$ cat config.mk
export PLATFORM = sky130hd
export DESIGN_NAME = int_exec_unit
export DESIGN_NICKNAME = d
export VERILOG_FILES = /design/src/rtl/iexu_pkg.sv /design/src/rtl/iexu_decode.sv /design/src/rtl/iexu_immext.sv /design/src/rtl/iexu_core.sv /design/src/rtl/int_exec_unit.sv
export SDC_FILE = /design/constraint.sdc
export NUM_CORES = 1
export LEC_CHECK = 0
export ABC_AREA = 0
export BUFFER_PORTS_ARGS = -buffer_cell sky130_fd_sc_hd__buf_2
export CORE_MARGIN = 5
export CORE_UTILIZATION = 60
export DETAILED_ROUTE_END_ITERATION = 10
export PLACE_DENSITY = 0.82
export RECOVER_POWER = 25
export REMOVE_ABC_BUFFERS = 1
export SYNTH_ARGS = -nofsm -noshare
export SYNTH_HDL_FRONTEND = slang
export SYNTH_HIERARCHICAL = 1
export SYNTH_SLANG_ARGS = --single-unit
export TNS_END_PERCENT = 1
$ cat constraint.sdc
create_clock -name vclk -period 8
set_input_delay 0.4 -clock vclk [all_inputs]
set_output_delay 0.4 -clock vclk [all_outputs]
set_load 0.02 [all_outputs]
$ cat src/rtl/iexu_pkg.sv
package iexu_pkg;

    typedef enum logic [3:0] {
        K_ADD, K_SUB, K_AND, K_OR, K_NOR,
        K_SLT, K_SLTU, K_SLL, K_SRL, K_SRA,
        K_LUI, K_NONE
    } exu_kind_e;

    typedef struct packed {
        exu_kind_e kind;
        logic      use_imm;
        logic      zext;
        logic      trap_en;
        logic      bad;
    } exu_ctl_t;

    localparam logic [5:0] OPC_SPECIAL = 6'h00;
    localparam logic [5:0] OPC_ADDI    = 6'h08;
    localparam logic [5:0] OPC_ADDIU   = 6'h09;
    localparam logic [5:0] OPC_SLTI    = 6'h0a;
    localparam logic [5:0] OPC_SLTIU   = 6'h0b;
    localparam logic [5:0] OPC_ANDI    = 6'h0c;
    localparam logic [5:0] OPC_ORI     = 6'h0d;
    localparam logic [5:0] OPC_LUI     = 6'h0f;

    localparam logic [5:0] FN_SLL  = 6'h00;
    localparam logic [5:0] FN_SRL  = 6'h02;
    localparam logic [5:0] FN_SRA  = 6'h03;
    localparam logic [5:0] FN_ADD  = 6'h20;
    localparam logic [5:0] FN_ADDU = 6'h21;
    localparam logic [5:0] FN_SUB  = 6'h22;
    localparam logic [5:0] FN_SUBU = 6'h23;
    localparam logic [5:0] FN_AND  = 6'h24;
    localparam logic [5:0] FN_OR   = 6'h25;
    localparam logic [5:0] FN_NOR  = 6'h27;
    localparam logic [5:0] FN_SLT  = 6'h2a;
    localparam logic [5:0] FN_SLTU = 6'h2b;

endpackage

$ cat src/rtl/iexu_decode.sv
module iexu_decode
    import iexu_pkg::*;
(
    input  logic [5:0] opcode,
    input  logic [5:0] funct,
    output exu_ctl_t   ctl
);

    exu_ctl_t rtype;

    always_comb begin
        rtype = '{kind: K_NONE, use_imm: 1'b0, zext: 1'b0, trap_en: 1'b0, bad: 1'b0};
        unique case (funct)
            FN_ADD:  begin rtype.kind = K_ADD; rtype.trap_en = 1'b1; end
            FN_ADDU: rtype.kind = K_ADD;
            FN_SUB:  begin rtype.kind = K_SUB; rtype.trap_en = 1'b1; end
            FN_SUBU: rtype.kind = K_SUB;
            FN_AND:  rtype.kind = K_AND;
            FN_OR:   rtype.kind = K_OR;
            FN_NOR:  rtype.kind = K_NOR;
            FN_SLT:  rtype.kind = K_SLT;
            FN_SLTU: rtype.kind = K_SLTU;
            FN_SLL:  rtype.kind = K_SLL;
            FN_SRL:  rtype.kind = K_SRL;
            FN_SRA:  rtype.kind = K_SRA;
            default: rtype.bad = 1'b1;
        endcase
    end

    always_comb begin
        ctl = '{kind: K_NONE, use_imm: 1'b1, zext: 1'b0, trap_en: 1'b0, bad: 1'b0};
        unique case (opcode)
            OPC_SPECIAL: ctl = rtype;
            OPC_ADDI:    begin ctl.kind = K_ADD; ctl.trap_en = 1'b1; end
            OPC_ADDIU:   ctl.kind = K_ADD;
            OPC_SLTI:    ctl.kind = K_SLT;
            OPC_SLTIU:   ctl.kind = K_SLTU;
            OPC_ANDI:    begin ctl.kind = K_AND; ctl.zext = 1'b1; end
            OPC_ORI:     begin ctl.kind = K_OR;  ctl.zext = 1'b1; end
            OPC_LUI:     ctl.kind = K_LUI;
            default:     begin ctl.bad = 1'b1; ctl.use_imm = 1'b0; end
        endcase
    end

endmodule

$ cat src/rtl/iexu_immext.sv
module iexu_immext #(
    parameter int IMM_W  = 16,
    parameter int DATA_W = 32
) (
    input  logic [IMM_W-1:0]  imm,
    input  logic              zext,
    output logic [DATA_W-1:0] wide
);

    localparam int PAD_W = DATA_W - IMM_W;

    logic fill;

    always_comb begin
        fill = zext ? 1'b0 : imm[IMM_W-1];
        wide = {{PAD_W{fill}}, imm};
    end

endmodule

$ cat src/rtl/iexu_core.sv
module iexu_core
    import iexu_pkg::*;
#(
    parameter int DATA_W = 32,
    parameter int SH_W   = 5,
    parameter int IMM_W  = 16
) (
    input  exu_ctl_t          ctl,
    input  logic [DATA_W-1:0] a,
    input  logic [DATA_W-1:0] b,
    input  logic [IMM_W-1:0]  imm,
    input  logic [SH_W-1:0]   sh,
    output logic [DATA_W-1:0] res,
    output logic              ovf
);

    localparam int MSB = DATA_W - 1;
    localparam int LO_W = DATA_W - IMM_W;

    logic [DATA_W-1:0] sum, diff;
    logic              add_ov, sub_ov;

    always_comb begin
        sum    = a + b;
        diff   = a - b;
        add_ov = (a[MSB] == b[MSB]) && (sum[MSB] != a[MSB]);
        sub_ov = (a[MSB] != b[MSB]) && (diff[MSB] != a[MSB]);
    end

    always_comb begin
        res = '0;
        ovf = 1'b0;
        unique case (ctl.kind)
            K_ADD:  begin res = sum;  ovf = ctl.trap_en & add_ov; end
            K_SUB:  begin res = diff; ovf = ctl.trap_en & sub_ov; end
            K_AND:  res = a & b;
            K_OR:   res = a | b;
            K_NOR:  res = ~(a | b);
            K_SLT:  res = {{MSB{1'b0}}, ($signed(a) < $signed(b))};
            K_SLTU: res = {{MSB{1'b0}}, (a < b)};
            K_SLL:  res = b << sh;
            K_SRL:  res = b >> sh;
            K_SRA:  res = $unsigned($signed(b) >>> sh);
            K_LUI:  res = {imm, {LO_W{1'b0}}};
            default: res = '0;
        endcase
    end

endmodule

$ cat src/rtl/int_exec_unit.sv
module int_exec_unit
    import iexu_pkg::*;
#(
    parameter int DATA_W = 32,
    parameter int IMM_W  = 16,
    parameter int SH_W   = 5
) (
    input  logic [DATA_W-1:0] opnd_a,
    input  logic [DATA_W-1:0] opnd_b,
    input  logic [IMM_W-1:0]  imm16,
    input  logic [SH_W-1:0]   shamt,
    input  logic [5:0]        opcode,
    input  logic [5:0]        funct,
    output logic [DATA_W-1:0] result,
    output logic              ovf_trap,
    output logic              wr_en,
    output logic              illegal_op
);

    exu_ctl_t          ctl;
    logic [DATA_W-1:0] imm_wide;
    logic [DATA_W-1:0] src_b;
    logic [DATA_W-1:0] core_res;
    logic              core_ovf;

    iexu_decode u_dec (
        .opcode (opcode),
        .funct  (funct),
        .ctl    (ctl)
    );

    iexu_immext #(.IMM_W(IMM_W), .DATA_W(DATA_W)) u_ext (
        .imm  (imm16),
        .zext (ctl.zext),
        .wide (imm_wide)
    );

    always_comb src_b = ctl.use_imm ? imm_wide : opnd_b;

    iexu_core #(.DATA_W(DATA_W), .SH_W(SH_W), .IMM_W(IMM_W)) u_core (
        .ctl (ctl),
        .a   (opnd_a),
        .b   (src_b),
        .imm (imm16),
        .sh  (shamt),
        .res (core_res),
        .ovf (core_ovf)
    );

    always_comb begin
        result     = ctl.bad ? '0 : core_res;
        ovf_trap   = core_ovf & ~ctl.bad;
        illegal_op = ctl.bad;
        wr_en      = ~ctl.bad & ~core_ovf;
    end

    always_comb begin

        no_overflow_chk: assert final (!(ovf_trap && !ctl.trap_en));

        wr_gate_chk: assert final (!(wr_en && (illegal_op || ovf_trap)));

        slt_bool_chk: assert final (!((ctl.kind == K_SLT || ctl.kind == K_SLTU) && !ctl.bad)
                                    || (result[DATA_W-1:1] == '0));

        lui_low_chk: assert final (!(opcode == OPC_LUI) || (result[DATA_W-IMM_W-1:0] == '0));

        illegal_zero_chk: assert final (!illegal_op || (result == '0 && !ovf_trap));
    end

endmodule

==> out/metrics.cfg <==
[synth]
synth.cell_area_um2 = 10000
yosys.area_share.simple_pct = 20.8
synth-compound-area-share_pct = 30.0
syn_avg_cell_area_um2 = 7.00
syn_inst = 1434
ys_seq_area_share_pct = 0
synth-adder-area-share_pct = 12.6
synth_top_family_by_area = compound AO/OA/AOI/OAI gates
synthDistinctLibCells = 84
synth_xor_xnor_area_share_pct = 2.53
yosysWarnings = 6
synth_mux_area_share_pct = 22.3

[cts]
cts_resized = 0
postCtsHoldBufs = 0
post_cts_buffers = 0

[layout]
final_nets = 1637
stdcell_count = 1658
n_antenna_cell = 0
final_cell_area_um2 = 10300
utilization_pct = 62.7
area_delta_synth_final_pct = 2.91
seq_cell_count = 0
nClkBuffers = 0
layout-drive-gt1-share_pct = 18.1
seqCellArea_um2 = 0

[sta]
layout_worst_path_cycle_share_pct = 81.4
slew_headroom_pct = -15.2
drv_slew = 49
rsz0062_at_grt = false
hold_viol = 0
tns_ns = 0
layout_setup_ws_ns = 1.49
fmax_mhz = 154
min_period_ns = 6.51
tightest_slew_ns = 1.71
finalSetupViolCount = 0
timing.hold.ws_ns = 1.39

[setup_path]
cp.required_ns = 7.60
cpPeakStageDelay_ns = 1.30
cp_top_family = simple AND/OR/NAND/NOR gates
timing.setup.critical_path_class = in2out
startpoint_type = input port
crit_fanout = 56
critPathCaptureType = output pin
cpMaxStageDelayCell = nor3_1
crit_path_frequent_cell = buf_2
cp_num_buf_inv = 5
path_cells = buf_2 -> or3_4 -> nor4_2 -> a21oi_1 -> a21bo_1 -> a211o_2 -> buf_4 -> inv_1 -> nand2_1 -> nor3_1 -> clkbuf_1 -> a221oi_1 -> o21ai_0 -> nor2_1 -> o221ai_1 -> nor2b_1 -> buf_2
arrival_ns = 6.11

[pwr]
p_leak_nw = 4.61
ir_worst_vdd_v = 0.0000489
total_power_mw = 0.777
powerDensity_nw_per_um2 = 75.2

[min_path]
min_from = imm16[6]
min_to = result[22]
worstHoldPathType = in2out
hold_depth = 5

[global_routing]
grt_max_degree = 80
antenna_found_initial = 0
overflow = 0
grt_usage_pct = 39.6
grt_pass1_vias = 10700
grt_pass1_wl_mm = 62.8

[placement]
post_dp_cell_area_um2 = 10300
place_congestion = 1.05
preCtsSetupSlack_ns = 2.40
post-dp-hpwl_mm = 31.1
port_buffers = 132
place_inst = 1658

[floorplan]
start_util_pct = 60.9
die-area_um2 = 19400
fp.dieH_um = 139
rows = 47
fp.coreArea_um2 = 16500
ioPinCount = 132
die_w_um = 139

[status]
violations = max-capacitance violations, max-slew violations
status = complete, but fails checks

[drt]
wl_mm = 40.5
detail_route.drc_violations = 0
vias = 11600
routedWlPerCell_um = 24.4
avgViaCountPerCell = 7.00
firstDrtPassIters = 6
drtAntennaViolNets = 0
drtIter0Drc = 1699

[flow_run]
drv_cap = 2

==> worst min-delay path, delay by kind of cell <==
| kind | cells | cell delay, ns |
|---|---|---|
| compound gates | 2 | 0.16 |
| buf+inv | 2 | 0.31 |
| simple gates | 1 | 0.12 |
==> worst max-delay path by stage <==
stage                    from          to  slack (ns)  cells past startpoint
floorplan           opcode[5]    ovf_trap        1.63                     16
global placement    opcode[5]  result[29]        2.46                     18
detailed placement  opcode[5]    ovf_trap        2.40                     19
CTS                 opcode[5]    ovf_trap        2.38                     18
global route         funct[1]  result[16]        1.43                     17
finish               funct[3]  result[16]        1.49                     17
==> cell type report <==
class,count,area (µm²)
Inverter,105,394
Timing Repair Buffer,149,785
Fill cell,1585,6140
Tap cell,220,275
Multi-Input combinational cell,1184,8870
==> power breakdown <==
part	leakage [nW]	switching, mW	internal (mW)
Clock	0	0	0
Combinational	4.61	0.478	0.298
Sequential	0	0	0
Total	4.61	0.478	0.298
==> cell usage in the layout (no fill, tap or decap), types with 30 or more instances in the layout <==
| cell | instances |
|---|---|
| mux2i_1 | 63 |
| o21ai_0 | 132 |
| a21oi_1 | 115 |
| nor3_1 | 36 |
| inv_1 | 103 |
| ha_1 | 98 |
| nor2b_1 | 43 |
| nand2_1 | 110 |
| buf_2 | 126 |
| mux2_4 | 30 |
| nand3_1 | 31 |
| mux4_2 | 45 |
| nor2_1 | 143 |
==> kinds of logic after synthesis <==
kind of cell / Yosys count
and+or+nand+nor: 440
AOI/OAI and AO/OA: 464
buffers and inverters: 250
xor gates and xnor gates: 29
adders and majority gates: 100
muxes: 151
==> synth_stat cells, types with 17 or more instances <==
cell	n	area [µm²]
mux4_2	45	1010
o21ai_0	132	661
inv_1	103	387
mux2i_1	63	631
clkbuf_1	59	221
a211oi_1	21	158
nand3_1	31	155
ha_1	98	1230
nand2_1	110	413
nor2_1	144	541
nor2b_1	43	269
buf_2	30	150
a21o_1	17	128
nor3_1	38	190
buf_4	35	263
o211ai_1	20	150
xnor2_1	27	236
mux2_4	30	450
a21oi_1	115	576
==> layer usage <==
| layer | track usage [%] | vias to the layer above | part of all wire [%] |
|---|---|---|---|
| met1 | 52.1 | 5321 | 38 |
| met5 | 0 | - | 0 |
| met2 | 62.7 | 882 | 44 |
| li1 | - | 5224 | - |
| met3 | 7.10 | 171 | 12 |
| met4 | 19.3 | 0 | 6.6 |
No activity file was read; power rests on OpenSTA's default activity.
